## config.mk

```make
export PLATFORM = sky130hd
export DESIGN_NAME = sync_rx_hunt
export DESIGN_NICKNAME = d
export VERILOG_FILES = /design/src/rtl/syrx_pkg.sv /design/src/rtl/syrx_shift.sv /design/src/rtl/syrx_seq.sv /design/src/rtl/syrx_flags.sv /design/src/rtl/sync_rx_hunt.sv
export SDC_FILE = /design/constraint.sdc
export NUM_CORES = 1
export LEC_CHECK = 0
export ABC_AREA = 1
export BUFFER_PORTS_ARGS = -buffer_cell sky130_fd_sc_hd__buf_2
export CORE_MARGIN = 2
export CORE_UTILIZATION = 35
export DETAILED_ROUTE_END_ITERATION = 8
export GPL_TIMING_DRIVEN = 0
export PLACE_DENSITY = 0.61
export REMOVE_ABC_BUFFERS = 1
export SETUP_SLACK_MARGIN = 0.2
export SLEW_MARGIN = 30
export SYNTH_ARGS = -nofsm -noshare
export SYNTH_HDL_FRONTEND = slang
export SYNTH_SLANG_ARGS = --single-unit
```

## constraint.sdc

```tcl
create_clock -name clk -period 2.6 [get_ports clk]
set_clock_uncertainty 0.05 [all_clocks]
set_input_delay 0.52 -clock clk [delete_from_list [all_inputs] [get_ports clk]]
set_output_delay 0.52 -clock clk [all_outputs]
set_load 0.1 [all_outputs]
```

## src/rtl/syrx_pkg.sv

```systemverilog
package syrx_pkg;
  localparam int CHAR_MAX = 8;
  localparam int SH_W     = CHAR_MAX + 1;
  localparam int CNT_W    = $clog2(SH_W + 1);

  typedef enum logic [1:0] {PH_HUNT1, PH_HUNT2, PH_LOCK} phase_t;

  // data bits plus optional parity bit
  function automatic logic [CNT_W-1:0] frame_bits(input logic [1:0] len, input logic pen);
    return CNT_W'(5) + CNT_W'(len) + CNT_W'(pen);
  endfunction

  function automatic logic [CHAR_MAX-1:0] data_mask(input logic [1:0] len);
    return {CHAR_MAX{1'b1}} >> (2'd3 - len);
  endfunction

  // newest frame, oldest bit in position 0
  function automatic logic [SH_W-1:0] frame_win(input logic [SH_W-1:0] sh,
                                                 input logic [CNT_W-1:0] fb);
    return sh >> (SH_W - int'(fb));
  endfunction

  function automatic logic [CHAR_MAX-1:0] char_of(input logic [SH_W-1:0] win,
                                                   input logic [1:0] len);
    return win[CHAR_MAX-1:0] & data_mask(len);
  endfunction

  function automatic logic parity_ok(input logic [SH_W-1:0] win, input logic [1:0] len,
                                     input logic even);
    logic x;
    x = (^char_of(win, len)) ^ win[5 + int'(len)];
    return x == !even;
  endfunction
endpackage

```

## src/rtl/syrx_shift.sv

```systemverilog
module syrx_shift import syrx_pkg::*; (
  input  logic            clk,
  input  logic            rst_n,
  input  logic            shift_en,
  input  logic            preload,
  input  logic            rxd,
  output logic [SH_W-1:0] sh_next
);
  logic [SH_W-1:0] sh_q;

  assign sh_next = {rxd, sh_q[SH_W-1:1]};

  always_ff @(posedge clk or negedge rst_n) begin
    if (!rst_n)        sh_q <= '1;
    else if (preload)  sh_q <= '1;
    else if (shift_en) sh_q <= sh_next;
  end
endmodule

```

## src/rtl/syrx_seq.sv

```systemverilog
module syrx_seq import syrx_pkg::*; (
  input  logic                clk,
  input  logic                rst_n,
  input  logic                bit_go,
  input  logic                hunt_go,
  input  logic                ext_mode,
  input  logic                ext_in,
  input  logic                single_sync,
  input  logic [CNT_W-1:0]    fbits,
  input  logic [CHAR_MAX-1:0] chr_nx,
  input  logic [CHAR_MAX-1:0] s1m,
  input  logic [CHAR_MAX-1:0] s2m,
  output logic                hunting,
  output logic                xfer_evt,
  output logic                lock_evt,
  output logic                bnd_hit
);
  phase_t           ph_q;
  logic [CNT_W-1:0] cnt_q;
  logic             prev_s1_q;

  logic last_bit, frame_end, is_s1, is_s2, hunt_hit1, pair_done, ext_lock;

  assign last_bit  = (cnt_q == (fbits - CNT_W'(1)));
  assign frame_end = bit_go && (ph_q != PH_HUNT1) && last_bit;
  assign is_s1     = (chr_nx == s1m);
  assign is_s2     = (chr_nx == s2m);
  assign hunt_hit1 = bit_go && (ph_q == PH_HUNT1) && !ext_mode && is_s1;
  assign pair_done = frame_end && (ph_q == PH_HUNT2) && is_s2;
  assign ext_lock  = ext_mode && ext_in && (ph_q != PH_LOCK);

  assign lock_evt = !hunt_go && ((hunt_hit1 && single_sync) || pair_done || ext_lock);
  assign xfer_evt = !hunt_go && frame_end && (ph_q == PH_LOCK);
  assign bnd_hit  = xfer_evt && !ext_mode &&
                    (single_sync ? is_s1 : (prev_s1_q && is_s2));
  assign hunting  = (ph_q != PH_LOCK);

  always_ff @(posedge clk or negedge rst_n) begin
    if (!rst_n) begin
      ph_q <= PH_HUNT1; cnt_q <= '0; prev_s1_q <= 1'b0;
    end else if (hunt_go) begin
      ph_q <= PH_HUNT1; cnt_q <= '0; prev_s1_q <= 1'b0;
    end else begin
      unique case (ph_q)
        PH_HUNT1: begin
          if (ext_lock) begin
            ph_q <= PH_LOCK; cnt_q <= '0;
          end else if (hunt_hit1) begin
            ph_q <= single_sync ? PH_LOCK : PH_HUNT2; cnt_q <= '0;
          end
        end
        PH_HUNT2: begin
          if (ext_lock) begin
            ph_q <= PH_LOCK; cnt_q <= '0;
          end else if (bit_go) begin
            if (last_bit) begin
              ph_q <= is_s2 ? PH_LOCK : PH_HUNT1; cnt_q <= '0;
            end else cnt_q <= cnt_q + CNT_W'(1);
          end
        end
        default: begin
          if (bit_go) begin
            if (last_bit) begin
              cnt_q <= '0; prev_s1_q <= is_s1;
            end else cnt_q <= cnt_q + CNT_W'(1);
          end
        end
      endcase
    end
  end
endmodule

```

## src/rtl/syrx_flags.sv

```systemverilog
module syrx_flags import syrx_pkg::*; (
  input  logic                clk,
  input  logic                rst_n,
  input  logic                xfer_evt,
  input  logic                rx_en,
  input  logic [CHAR_MAX-1:0] chr_nx,
  input  logic                par_bad,
  input  logic                syn_set,
  input  logic                data_rd,
  input  logic                status_rd,
  input  logic                err_clr,
  output logic [CHAR_MAX-1:0] data_out,
  output logic                rx_rdy,
  output logic                syndet,
  output logic                par_err,
  output logic                ovr_err
);
  always_ff @(posedge clk or negedge rst_n) begin
    if (!rst_n) begin
      data_out <= '0; rx_rdy <= 1'b0; syndet <= 1'b0;
      par_err  <= 1'b0; ovr_err <= 1'b0;
    end else begin
      if (xfer_evt && rx_en) data_out <= chr_nx;

      if (!rx_en)        rx_rdy <= 1'b0;
      else if (xfer_evt) rx_rdy <= 1'b1;
      else if (data_rd)  rx_rdy <= 1'b0;

      if (xfer_evt && rx_en && rx_rdy) ovr_err <= 1'b1;
      else if (err_clr)                ovr_err <= 1'b0;

      if (xfer_evt && par_bad) par_err <= 1'b1;
      else if (err_clr)        par_err <= 1'b0;

      if (syn_set)        syndet <= 1'b1;
      else if (status_rd) syndet <= 1'b0;
    end
  end
endmodule

```

## src/rtl/sync_rx_hunt.sv

```systemverilog
module sync_rx_hunt import syrx_pkg::*; (
  input  logic                clk,
  input  logic                rst_n,
  input  logic                sync_mode,
  input  logic [1:0]          char_len,
  input  logic                par_en,
  input  logic                par_even,
  input  logic                single_sync,
  input  logic                ext_sync,
  input  logic [CHAR_MAX-1:0] sync1,
  input  logic [CHAR_MAX-1:0] sync2,
  input  logic                rx_en,
  input  logic                bit_en,
  input  logic                rxd,
  input  logic                ext_in,
  input  logic                hunt_req,
  input  logic                err_clr,
  input  logic                status_rd,
  input  logic                data_rd,
  output logic [CHAR_MAX-1:0] data_out,
  output logic                rx_rdy,
  output logic                syndet,
  output logic                par_err,
  output logic                ovr_err,
  output logic                hunting
);
  // named internal events
  logic                bit_go, hunt_go, ext_mode;
  logic [CNT_W-1:0]    fbits;
  logic [SH_W-1:0]     sh_next, win_nx;
  logic [CHAR_MAX-1:0] chr_nx, s1m, s2m;
  logic                par_bad, xfer_evt, lock_evt, bnd_hit, syn_set;

  assign bit_go   = bit_en && sync_mode;
  assign hunt_go  = hunt_req && sync_mode;
  assign ext_mode = ext_sync && sync_mode;
  assign fbits    = frame_bits(char_len, par_en);
  assign win_nx   = frame_win(sh_next, fbits);
  assign chr_nx   = char_of(win_nx, char_len);
  assign s1m      = sync1 & data_mask(char_len);
  assign s2m      = sync2 & data_mask(char_len);
  assign par_bad  = par_en && !parity_ok(win_nx, char_len, par_even);
  assign syn_set  = lock_evt || bnd_hit || (ext_mode && ext_in);

  syrx_shift u_shift (
    .clk(clk), .rst_n(rst_n), .shift_en(bit_go), .preload(hunt_go),
    .rxd(rxd), .sh_next(sh_next)
  );

  syrx_seq u_seq (
    .clk(clk), .rst_n(rst_n), .bit_go(bit_go), .hunt_go(hunt_go),
    .ext_mode(ext_mode), .ext_in(ext_in), .single_sync(single_sync),
    .fbits(fbits), .chr_nx(chr_nx), .s1m(s1m), .s2m(s2m),
    .hunting(hunting), .xfer_evt(xfer_evt), .lock_evt(lock_evt), .bnd_hit(bnd_hit)
  );

  syrx_flags u_flags (
    .clk(clk), .rst_n(rst_n), .xfer_evt(xfer_evt), .rx_en(rx_en),
    .chr_nx(chr_nx), .par_bad(par_bad), .syn_set(syn_set),
    .data_rd(data_rd), .status_rd(status_rd), .err_clr(err_clr),
    .data_out(data_out), .rx_rdy(rx_rdy), .syndet(syndet),
    .par_err(par_err), .ovr_err(ovr_err)
  );
endmodule

```

# [Word-level counts from Yosys, hierarchy flattened]
# Cells that the tools add are included.
[word_totals] reg_bits=28 input_bits=33
[classes] add_sub_neg=7 reduce_logical=43 mux=34 n_bitwise=4 shift=2 order_cmp=1 eq_ne=12
[ops] operator="$shr 9x32->9" n=1
[ops] operator="$and 8x8->8" n=3
[ops] operator="$mux 4" n=6
[ops] operator="$logic_and 1x1->1" n=23
[ops] operator="$mux 9" n=2
[ops] operator="$eq 8x8->1" n=2
[ops] operator="$mux 2" n=8
[ops] operator="$mux 1" n=15
[ops] operator="$ne 4x1->1 const B" n=3
[ops] operator="$reduce_bool 2->1" n=6
[ops] operator="$add 3x2->4 const A" n=2
[ops] operator="$pmux 4 s2" n=1
[ops] operator="$reduce_xor 8->1" n=1
[ops] operator="$shr 8x2->8 const A" n=1
[ops] operator="$lt 4x5->1 const B" n=1
[ops] operator="$sub 4x4->5 const A" n=1
[ops] operator="$add 4x1->4" n=1
[ops] operator="$add 4x1->4 const B" n=1
[ops] operator="$bmux 1 s4" n=1
[ops] operator="$eq 4x4->1" n=1
[ops] operator="$logic_not 1->1" n=4
[ops] operator="$logic_or 1x1->1" n=4
[ops] operator="$pmux 2 s2" n=1
[ops] operator="$reduce_and 4->1" n=1
[ops] operator="13 further kinds" n=13

# [Longest topological paths before layout]
# Gate-level depths: netlist of run 1.
[depth] depth_word=14 ltp_mapped=21 ltp_nobuf=20

# [Hierarchy]
# Synthesis of run 1 repeated with hierarchy kept, for this count alone.
[unflattened] hier_cells=422 hier_area_um2=2708.8
[modules_own_cells] module="syrx_seq" area_per_inst_um2=954.7 instances=1 cells_per_inst=158 seq_area_each_um2=175.2
[modules_own_cells] module="sync_rx_hunt" area_per_inst_um2=909.6 instances=1 cells_per_inst=176 seq_area_each_um2=0.0
[modules_own_cells] module="syrx_flags" area_per_inst_um2=480.5 instances=1 cells_per_inst=51 seq_area_each_um2=300.3
[modules_own_cells] module="syrx_shift" area_per_inst_um2=364.1 instances=1 cells_per_inst=37 seq_area_each_um2=210.2

# [Least setup slack after synthesis of run 1]
# No wires, ideal clock.
[synth_path] path_type="input-to-reg" startpoint="in char_len[0]" endpoint="reg u_flags.data_out[4]" path_stages=15 required_ns=2.421 arrival_ns=2.802 slack_ns=-0.381 setup_ns=0.129 cell_sequence="inv_1 > ha_1 > ha_1 > inv_1 > buf_2 > ha_1 > nand2_1 > nand4_1 > nor3_1 > nand2_1 > nor3_2 > nand2_1 > buf_2 > nand2_1 > o21ai_0"
[synth_via] elab_chain_cells=8 elab_cells_between_ends=13
[synth_rtl] item="from (decl)" line_no="sync_rx_hunt.sv:5" text="input logic [1:0] char_len,"
[synth_rtl] item="branches (longest 8 deep; another with $sub 4x4->5)"
[synth_rtl] item="to (signal assigned)" line_no="syrx_flags.sv:23" text="if (xfer_evt && rx_en) data_out <= chr_nx;"
[synth_rtl] item="to (decl)" line_no="syrx_flags.sv:12" text="output logic [CHAR_MAX-1:0] data_out,"
# Parallel ways; which one is timed is not known.
# A chain may end at the register's enable or synchronous reset.

# [Worst setup path after layout of run 1]
[layout_path] startpoint="in char_len[0]" endpoint="reg u_seq.cnt_q[1]"
[layout_via] elab_chain_cells=9 elab_cells_between_ends=18
[layout_rtl] item="branches (longest 9 deep; another with $sub 4x4->5)"
[layout_rtl] item="to (signal assigned)" line_no="syrx_seq.sv:58" text="end else cnt_q <= cnt_q + CNT_W'(1);"
[layout_rtl] item="to (signal assigned)" line_no="syrx_seq.sv:65" text="end else cnt_q <= cnt_q + CNT_W'(1);"
[layout_rtl] item="to (decl)" line_no="syrx_seq.sv:19" text="logic [CNT_W-1:0] cnt_q;"
# Parallel ways; which one is timed is not known.

==> flow_metrics.tcl, run 1 <==
set metrics [dict create \
    fill_cells 677 \
    multiInputGateArea_um2 1931 \
    clk_pin_slew_ns 0.09 \
    fp.dieH_um 88.33 \
    critPathBufInv 4 \
    fp.coreArea_um2 6832 \
    dieArea_um2 7801 \
    ir_drop_mv 0.2441 \
    vias 2651 \
    avgViaCountPerCell 4.937 \
    crit_path_frequent_cell "nand2_2" \
    layout.nets 482 \
    ioPinCount 46 \
    crit_path_end_kind "flop" \
    holdBufCountCts 0 \
    gp_congestion 0.8989 \
    place_hpwl_um 5099 \
    slew_headroom_pct 57.14 \
    synth_area_um2 2489 \
    path_cells "buf_8 > inv_8 > ha_4 > ha_4 > buf_12 > nand2_8 > nand2_4 > o21ai_4 > nand3_4 > nand2_2 > nand2_2 > nor2_4 > nand3_2 > nor2_4 > nand2_2 > nand3b_4 > buf_12 > o22ai_2" \
    h-tree-depth 1 \
    tightest_slew_ns 0.6429 \
    drtPass1Iterations 4 \
    hold_violations 0 \
    drive_above_1_share_pct 39.91 \
    min_period_over_period_pct 98.29 \
    setup-tns-final_ns 0 \
    cts_tree "yes" \
    hold_path.class "input pin to async pin" \
    placed_cells 509 \
    finalSetupViolCount 0 \
    crit_fanout 8 \
    grt_max_degree 28 \
    critPathLaunchType "input pin" \
    rsz0062_at_grt "true" \
    drc_errors 0 \
    synth_cells 373 \
    grt_pass1_wl_um 11610 \
    drt_iter0_markers 147 \
    portBuffers 45 \
    synth-seq-cells 27 \
    comb_power_share_pct 63.8 \
    cp.arrival_ns 2.67 \
    clockBufferDepth 2 \
    period_minus_slack_ns 2.556 \
    grt_antenna_before_repair 0 \
    cap_violations 0 \
    syn_avg_cell_area_um2 6.672 \
    synthArstFlopShare_pct 100.0 \
    start_util_pct 36.43 \
    ys_seq_area_share_pct 27.55 \
    clock_tree.root_cell "clkbuf_8" \
    p_total_mw 2.211 \
    n_antenna_cell 0 \
    grt_pass1_vias 2533 \
    swShare_pct 52.88 \
    wire_per_inst_um 12.93 \
    pwr-share-clk_pct 10.8 \
    worst-endpoint-required_ns 2.71 \
    synth_enable_flop_cells 0 \
    crit_slowest_cell "ha_4" \
    instances_no_fill 537 \
    chipWidth_um 88.33 \
    p_int_mw 1.042 \
    criticalPathCategory "input pin to flop" \
    overflow 0 \
    final_max_slew_viol_count 0 \
    drtAntennaViolNets 0 \
    critPathMaxStageDelay_ns 0.27 \
    clk_latency_ns 0.27 \
    status "complete, no violations" \
    p_per_area_nw_per_um2 638.2 \
    grt_use_total_pct 18.68 \
    p_switching_mw 1.169 \
    cts_buffers 3 \
    fmax_mhz 391.3 \
    cpLargestDelayFamily "simple AND/OR/NAND/NOR gates" \
    drt-total-wl_um 6945 \
    pwr-share-seq_pct 25.4 \
    regArea_um2 685.7 \
    yosysWarnings 0 \
    synth_ff_type "dfrtp_1" \
    area_growth_pct 39.22 \
    leakage_nw 1.782 \
    rows 30 \
    synth_cell_types 38 \
    cts.sinks 27 \
]
[per-stage QoR]
stage / hold slack [ns] / util, % / setup slack (ns) / instance area, um^2
finish: 0.2151 / 50.71 / 0.04436 / 3465
global route: 0.2713 / 50.71 / -0.02770 / 3465
CTS: 0.2350 / 47.66 / 0.05355 / 3256
detailed placement: 0.4129 / 40.99 / -1.440 / 2800
global placement: 0.4092 / 40.99 / -1.411 / 2800
floorplan: 0.1744 / - / -0.7092 / 2455
[Yosys cell counts (2+ instances only)]
master / instances / area (um^2)
or2_2: 2 / 12.51
ha_1: 7 / 87.58
o21ai_1: 5 / 25.02
a21oi_1: 11 / 55.05
o21ai_0: 8 / 40.04
nand2_1: 117 / 439.2
nand2_2: 8 / 50.05
nand3_1: 52 / 260.3
dfstp_2: 8 / 210.2
nor3_1: 8 / 40.04
o22ai_1: 2 / 12.51
nor2_8: 2 / 40.04
inv_1: 46 / 172.7
nor2_4: 2 / 22.52
nand3_4: 2 / 35.03
inv_2: 2 / 7.510
nand3_2: 9 / 90.09
nand4_1: 8 / 50.05
buf_2: 3 / 15.01
nand3b_1: 4 / 30.03
xor2_1: 6 / 52.55
inv_4: 2 / 12.51
nor2_2: 2 / 12.51
dfrtp_1: 19 / 475.5
a22oi_1: 3 / 22.52
nor2_1: 20 / 75.07
xnor2_1: 4 / 35.03
[final cells by class]
class	instances	share of cell area [%]
Clock buffer	4	1.300
Inverter	51	6.212
Multi-Input combinational cell	291	55.72
Sequential cell	27	19.79
Tap cell	96	3.467
Timing Repair Buffer	68	13.51
[per-layer routing]
metal	track usage, %	up-vias	routed length [um]
li1	-	1354	-
met1	25.14	1215	3116
met2	31.37	68	3349
met3	2.705	14	286
met4	5.096	0	193
met5	0	-	0
[power by group through the flow]
stage	clock, mW	sequential (mW)	combinational, mW
after floorplan	0	0.853	0.649
after global placement	0	0.562	1.16
after detailed placement	0	0.564	1.17
after CTS	0.252	0.558	1.29
after global routing	0.266	0.572	1.53
final	0.238	0.563	1.41
[state kept, by name, indices dropped and copies added (netlist names)]
name,flops
u_flags.rx_rdy,1
u_seq.ph_q,2
u_flags.ovr_err,1
u_shift.sh_q,8
u_flags.syndet,1
u_flags.data_out,8
u_seq.prev_s1_q,1
u_flags.par_err,1
u_seq.cnt_q,4
[final timing paths]
| check | start | end | slack (ns) | cells past startpoint |
|---|---|---|---|---|
| max | char_len[0] | u_seq.cnt_q[1]$_DFFE_PN0N_ | 0.04 | 18 |
| min | rst_n | u_flags.data_out[5]$_DFFE_PN0P_ | 0.22 | 1 |
| max reg2reg | u_shift.sh_q[7]$_DFFE_PN1N_ | u_seq.cnt_q[1]$_DFFE_PN0N_ | 0.57 | 12 |
| min reg2reg | u_flags.data_out[5]$_DFFE_PN0P_ | u_flags.data_out[5]$_DFFE_PN0P_ | 0.42 | 2 |
| max in group asynchronous | rst_n | u_flags.rx_rdy$_DFFE_PN0P_ | 1.87 | 1 |
| min in group clk | u_flags.data_out[5]$_DFFE_PN0P_ | u_flags.data_out[5]$_DFFE_PN0P_ | 0.42 | 2 |
[timing repair]
| action | in CTS | in global routing |
|---|---|---|
| setup buffers | 17 | 6 |
| resized for setup | 64 | 39 |
| endpoints found under the setup margin | 19 | 19 |
| pin swaps | 35 | 17 |
| gates cloned | 1 | 0 |
[logic make-up after synthesis]
group,count (synthesis),synth area share (%)
AO/OA/AOI/OAI,33,7.743
XOR/XNOR,10,3.519
adder cells (fa/ha/maj),7,3.519
buffers and inverters,56,9.251
flip-flops,27,27.55
AND/OR/NAND/NOR,240,48.42
[placed cells by master, fill, tap and decap left out, drive strengths merged, types with 7 or more instances in the layout]
cell	instances
nor3	9
nor2	26
nand3	63
o21ai	14
nand2	127
ha	7
a21oi	11
dfrtp	19
dfstp	8
inv	49
buf	68
nand4	8
[worst reg2reg max path: stages, from the launching register on]
cell and delay [ns]:
dfstp_2 0.59, nand3_2 0.12, nand3_2 0.14, nand3_4 0.11, nand2_1 0.10, nand2_2 0.08, nor2_4 0.10, nand3_2 0.08
nor2_4 0.17, nand2_2 0.08, nand3b_4 0.12, buf_12 0.13, o22ai_2 0.05
No activity file was read; power rests on OpenSTA's default activity.
==> run 2, diff against run 1 <==
--- a/config.mk
+++ b/config.mk
@@ -5,13 +5,12 @@
 export SDC_FILE = /design/constraint.sdc
 export NUM_CORES = 1
 export LEC_CHECK = 0
-export ABC_AREA = 1
 export BUFFER_PORTS_ARGS = -buffer_cell sky130_fd_sc_hd__buf_2
 export CORE_MARGIN = 2
 export CORE_UTILIZATION = 35
 export DETAILED_ROUTE_END_ITERATION = 8
 export GPL_TIMING_DRIVEN = 0
-export PLACE_DENSITY = 0.61
+export PLACE_DENSITY = 0.62
 export REMOVE_ABC_BUFFERS = 1
 export SETUP_SLACK_MARGIN = 0.2
 export SLEW_MARGIN = 30
==> run 2 against run 1 <==
  * The flow now finishes with violations (negative setup slack)
  * Sequential share of layout area rose by 2.9 points
  * Non-clock buffer count rose by 11
  * Combinational power fell by 53%
  * Core utilization fell by 0.17 points
  * Design area fell by 13%
  * Fmax fell by 11%
  * Setup slack got worse by 0.32 ns
  * Total power fell by 38%
  * Critical endpoint is now u_seq.cnt_q[3]$_DFFE_PN0N_
==> flow_metrics.tcl, run 2 <==
set metrics [dict create \
    r2r_end "u_seq.cnt_q[3]$_DFFE_PN0N_" \
    final_max_slew_viol_count 0 \
    cap_violations 0 \
    clk_latency_ns 0.28 \
    leakage_nw 1.340 \
    holdBufCountCts 0 \
    crit_path_end_kind "flop" \
    fmax_mhz 348.2 \
    finalSetupViolCount 9 \
    drt_iter0_markers 174 \
    p_per_area_nw_per_um2 453.8 \
    h-tree-depth 1 \
    synth_area_leader_cell "dfrtp_1" \
    grt_pass1_wl_um 9584 \
    p_int_uw 840.1 \
    reg2reg_from "u_shift.sh_q[6]$_DFFE_PN1N_" \
    comb_power_share_pct 48.5 \
    ys_top_cells_by_area "dfrtp_1 (22%), dfstp_2 (9.6%), xor2_1 (5.6%)" \
    vias 2068 \
    hold_path.class "input pin to async pin" \
    rsz0062_at_grt "true" \
    start_util_pct 36.72 \
    synth_ff_type "dfrtp_1" \
    fp.coreArea_um2 5991 \
    ys_seq_area_share_pct 31.17 \
    slew_headroom_pct 51.90 \
    n_antenna_cell 0 \
    portBuffers 45 \
    synth-seq-cells 27 \
    grt_max_degree 28 \
    clk_pin_slew_ns 0.10 \
    fp.dieH_um 83.28 \
    clock_tree.root_cell "clkbuf_8" \
    crit_start "char_len[0]" \
    synthArstFlopShare_pct 100.0 \
    place_hpwl_um 3918 \
    drt-total-wl_um 6011 \
    layout.nets 343 \
    criticalPathCategory "input pin to flop" \
    yosys-top-cells-count "nand2_1 (20), dfrtp_1 (19), xor2_1 (14)" \
    crit_fanout 8 \
    r2r_slack_ns 0.03 \
    synth_cell_types 61 \
    drtPass1Iterations 4 \
    p_switching_uw 534.0 \
    holdWs_ns 0.2013 \
    synth_enable_flop_cells 0 \
    wire_per_inst_um 15.94 \
    largestRegisters "u_flags.data_out (8), u_shift.sh_q (8), u_seq.cnt_q (4)" \
    min_period_over_period_pct 110.5 \
    failed_checks "negative setup slack" \
    drtAntennaViolNets 0 \
    pwr-share-seq_pct 33.4 \
    avgViaCountPerCell 5.485 \
    cts.sinks 27 \
    period_minus_slack_ns 2.872 \
    p_total_mw 1.374 \
    dp_slack_ns -1.324 \
    overflow 0 \
    gp_congestion 0.7832 \
    clockBufferDepth 2 \
    rows 28 \
    dieArea_um2 6935 \
    synth_area_um2 2200 \
    syn_avg_cell_area_um2 9.564 \
    grt_pass1_vias 1940 \
    cts_tree "yes" \
    drive_above_1_share_pct 46.36 \
    cts_buffers 3 \
    yosysWarnings 0 \
    synth.most_common_cell "nand2_1" \
    final_common_cell "buf_2" \
    pwr-share-clk_pct 18.1 \
    final_cell_mix "buf_2 (44), buf_4 (30), nand2_1 (19), dfrtp_1 (19), xor2_1 (14)" \
    synth_top_area_share_pct 21.62 \
    synth_cells 230 \
    hold_violations 0 \
    cp.arrival_ns 3.00 \
    critPathLaunchType "input pin" \
    ir_drop_mv 0.3033 \
    r2r_cells 8 \
    worst-endpoint-required_ns 2.72 \
    drc_errors 0 \
    area_growth_pct 37.66 \
    status "complete, but fails checks" \
    grt_antenna_before_repair 0 \
    ioPinCount 46 \
    chipWidth_um 83.28 \
    grt_use_total_pct 16.77 \
    setup_slack_ns -0.2722 \
    tightest_slew_ns 0.7149 \
    crit_end "u_seq.cnt_q[3]$_DFFE_PN0N_" \
    swShare_pct 38.86 \
]
## run 2: timing repair
| action | CTS | global route |
|---|---|---|
| setup endpoints to repair | 19 | 19 |
| buffers inserted | 24 | 10 |
| resized for setup | 45 | 20 |
| hold endpoints to repair | 0 | 0 |
| pin swaps | 17 | 16 |
## run 2: layout make-up
cell class / count / area [um^2]
clock buffers: 4 / 45.04
multi-input cells: 178 / 1629
flip-flops and latches: 27 / 685.7
well taps: 75 / 93.84
inverters: 14 / 65.06
fillers: 552 / 2963
repair buffers: 79 / 509.2
## run 2: power groups by stage
stage                     clock network, mW  registers [mW]  logic [mW]
after floorplan                           0           0.526       0.313
after global placement                    0           0.465       0.492
after detailed placement                  0           0.466       0.497
after CTS                             0.255           0.458       0.602
after global routing                  0.276           0.463       0.709
final                                 0.249           0.459       0.666
## run 2: through the flow
stage / instances / TNS (ns) / util [%] / area, um^2
finish: 377 / -1.798 / 50.54 / 3028
global route: 377 / -2.713 / 50.54 / 3028
CTS: 367 / -1.357 / 48.06 / 2879
detailed placement: 339 / -21.92 / 41.02 / 2457
global placement: 339 / -21.80 / 41.02 / 2457
floorplan: 219 / -9.861 / - / 2138
## run 2: how the worst min path moves through the flow
stage	startpoint	cells after the start	end	slack (ns)
2_1_floorplan	rst_n	0	u_flags.data_out[0]$_DFFE_PN0P_	0.17
3_3_place_gp	u_flags.data_out[0]$_DFFE_PN0P_	2	u_flags.data_out[0]$_DFFE_PN0P_	0.41
3_5_place_dp	u_flags.data_out[0]$_DFFE_PN0P_	2	u_flags.data_out[0]$_DFFE_PN0P_	0.42
4_1_cts	rst_n	1	u_seq.cnt_q[1]$_DFFE_PN0N_	0.22
5_1_grt	rst_n	1	u_flags.data_out[7]$_DFFE_PN0P_	0.25
6_report	rst_n	1	u_seq.cnt_q[1]$_DFFE_PN0N_	0.20
## run 2: cells by family (layout without fill, tap and decap cells)
family,Yosys count,after routing,share of synthesized area (%)
XOR/XNOR,26,26,10.98
buffers and inverters,25,97,5.176
AND/OR/NAND/NOR,66,66,16.50
AO/OA/AOI/OAI,65,65,23.61
adder cells (fa/ha/maj),7,7,3.982
multiplexers,14,14,8.589
flip-flops,27,27,31.17
## run 2: routing by layer
layer  GRT usage [%]  part of all wire [%]  vias to the layer above
met5               0                     0                        -
met4           3.726                  0.98                        0
met3           3.181                   4.2                        8
met2           28.52                    49                       53
met1           22.09                    46                     1007
li1                -                     -                     1000
## run 2: critical path, cell delays in order
cell and delay, ns:
buf_8 0.09, inv_6 0.03, ha_4 0.31, mux4_2 0.55, a22oi_4 0.26, xor2_1 0.17, o211ai_1 0.15, nor4_4 0.35
buf_4 0.18, a21oi_4 0.07, a221o_1 0.31
==> run 3, diff against run 2 <==
--- a/config.mk
+++ b/config.mk
@@ -7,10 +7,10 @@
 export LEC_CHECK = 0
 export BUFFER_PORTS_ARGS = -buffer_cell sky130_fd_sc_hd__buf_2
 export CORE_MARGIN = 2
-export CORE_UTILIZATION = 35
+export CORE_UTILIZATION = 30
 export DETAILED_ROUTE_END_ITERATION = 8
 export GPL_TIMING_DRIVEN = 0
-export PLACE_DENSITY = 0.62
+export PLACE_DENSITY = 0.56
 export REMOVE_ABC_BUFFERS = 1
 export SETUP_SLACK_MARGIN = 0.2
 export SLEW_MARGIN = 30
==> run 3 against run 2 <==
  * The run still ends with negative setup slack left
  * Sequential power about the same
  * Die area up 16%
  * Sequential cell count unchanged
  * Global-route usage fell by 1.1 points
  * Critical endpoint is now u_seq.cnt_q[1]$_DFFE_PN0N_
  * Core utilization fell by 9.0 points
  * Count of clock-buffer cells in the layout fell by 1
  * Largest power group unchanged
  * Fmax is 2.6% higher
==> flow_metrics.tcl, run 3 (synthesized netlist as in run 2, its figures left out) <==
set metrics [dict create \
    p_per_area_nw_per_um2 449.8 \
    portBuffers 45 \
    fmax_mhz 357.3 \
    h-tree-depth 1 \
    crit_end "u_seq.cnt_q[1]$_DFFE_PN0N_" \
    grt_pass1_vias 1983 \
    period_minus_slack_ns 2.799 \
    holdBufCountCts 0 \
    crit_fanout 5 \
    cts_buffers 3 \
    hold_path.class "input pin to async pin" \
    wire_per_inst_um 15.70 \
    slew_headroom_pct 54.10 \
    r2r_slack_ns 0.09 \
    final_common_cell "buf_2" \
    fp.coreArea_um2 7176 \
    fp.dieH_um 89.63 \
    worst-endpoint-required_ns 2.73 \
    place_hpwl_um 4118 \
    chipWidth_um 89.63 \
    n_antenna_cell 0 \
    clk_latency_ns 0.28 \
    tightest_slew_ns 0.6822 \
    start_util_pct 30.65 \
    cts.sinks 27 \
    grt_pass1_wl_um 9680 \
    drtPass1Iterations 4 \
    r2r_cells 9 \
    largestRegisters "u_flags.data_out (8), u_shift.sh_q (8), u_seq.cnt_q (4)" \
    cap_violations 0 \
    area_growth_pct 35.49 \
    min_period_over_period_pct 107.7 \
    drt-total-wl_um 6184 \
    cp.arrival_ns 2.93 \
    leakage_nw 1.290 \
    rows 31 \
    clock_tree.root_cell "clkbuf_8" \
    final_cell_mix "buf_2 (44), buf_4 (23), nand2_1 (20), dfrtp_1 (19), xor2_1 (13)" \
    finalSetupViolCount 9 \
    avgViaCountPerCell 5.168 \
    status "complete, but fails checks" \
    cts_tree "yes" \
    critPathLaunchType "input pin" \
    final_max_slew_viol_count 0 \
    clockBufferDepth 2 \
    dp_slack_ns -1.370 \
    drtAntennaViolNets 0 \
    fill_cells 715 \
    grt_antenna_before_repair 0 \
    criticalPathCategory "input pin to flop" \
    vias 2036 \
    failed_checks "negative setup slack" \
    clk_pin_slew_ns 0.10 \
    grt_use_total_pct 15.69 \
    overflow 0 \
    gp_congestion 0.8137 \
    ioPinCount 46 \
    drt_iter0_markers 75 \
    setup_slack_ns -0.1989 \
    crit_path_end_kind "flop" \
    r2r_end "u_flags.par_err$_DFFE_PN0P_" \
    dieArea_um2 8033 \
    drive_above_1_share_pct 45.42 \
    drc_errors 0 \
    ir_drop_mv 0.2331 \
    p_total_mw 1.341 \
    grt_max_degree 28 \
    rsz0062_at_grt "true" \
    reg2reg_from "u_shift.sh_q[7]$_DFFE_PN1N_" \
    hold_violations 0 \
    crit_start "char_len[0]" \
    layout.nets 336 \
]
run 3: cell count changes in the layout (fill, tap and decap cells not counted), sizes merged:
cell / change
buf: -7
clkbuf: -1
clkinv: +1
run 3: stage by stage:
step / TNS, ns / std cells / utilization, % / cell area (um^2) / hold slack (ns)
3_5_place_dp: -22.52 / 363 / 34.66 / 2487 / 0.4197
3_3_place_gp: -22.12 / 363 / 34.66 / 2487 / 0.4088
5_1_grt: -2.598 / 394 / 41.53 / 2980 / 0.2246
4_1_cts: -1.028 / 389 / 40.33 / 2894 / 0.2116
2_1_floorplan: -9.861 / 219 / - / 2138 / 0.1744
6_report: -1.456 / 394 / 41.53 / 2980 / 0.1831
run 3: how the worst min path moves through the flow:
stage | from | endpoint | slack [ns] | cells past startpoint
after floorplan | rst_n | u_flags.data_out[0]$_DFFE_PN0P_ | 0.17 | 0
after global placement | u_flags.data_out[0]$_DFFE_PN0P_ | u_flags.data_out[0]$_DFFE_PN0P_ | 0.41 | 2
after detailed placement | u_flags.data_out[0]$_DFFE_PN0P_ | u_flags.data_out[0]$_DFFE_PN0P_ | 0.42 | 2
after CTS | rst_n | u_flags.rx_rdy$_DFFE_PN0P_ | 0.21 | 1
after global routing | rst_n | u_flags.syndet$_DFFE_PN0P_ | 0.22 | 1
final | rst_n | u_flags.syndet$_DFFE_PN0P_ | 0.18 | 1
run 3: worst max-delay path, cell delays in order:
cell	delay [ns]
buf_8	0.08
inv_6	0.03
ha_4	0.16
ha_4	0.29
or3b_4	0.44
o22ai_4	0.22
xnor2_1	0.15
o211ai_1	0.16
nor4_4	0.42
a21oi_4	0.13
a211o_1	0.32
run 3: final cells by class:
type                       count  area (um^2)  share of cell area [%]
multi-input combinational    178         1605                   53.86
tap                           99        123.9                   4.156
inverter                      14        62.56                   2.099
clock inverter                 1        5.005                  0.1679
sequential                    27        685.7                   23.01
timing repair buffer          72        456.7                   15.32
clock buffer                   3        41.29                   1.385
run 3: routing by layer:
layer | vias up | wire, um | part of all wire [%] | track usage (%)
met1 | 993 | 2817 | 46 | 20.36
li1 | 988 | - | - | -
met4 | 0 | 65 | 1.1 | 3.799
met2 | 48 | 3067 | 50 | 27.34
met3 | 7 | 234 | 3.8 | 2.377
met5 | - | 0 | 0 | 0
run 3: power breakdown:
group	internal [mW]	switching (mW)
registers	0.439	0.0207
clock network	0.108	0.141
logic	0.266	0.367
total	0.813	0.528
run 3: repair_timing:
| item | CTS | global route |
|---|---|---|
| buffers inserted | 21 | 5 |
| cloned | 1 | 0 |
| setup endpoints to repair | 19 | 19 |
| gates resized for setup | 47 | 12 |
| pin swaps | 20 | 7 |
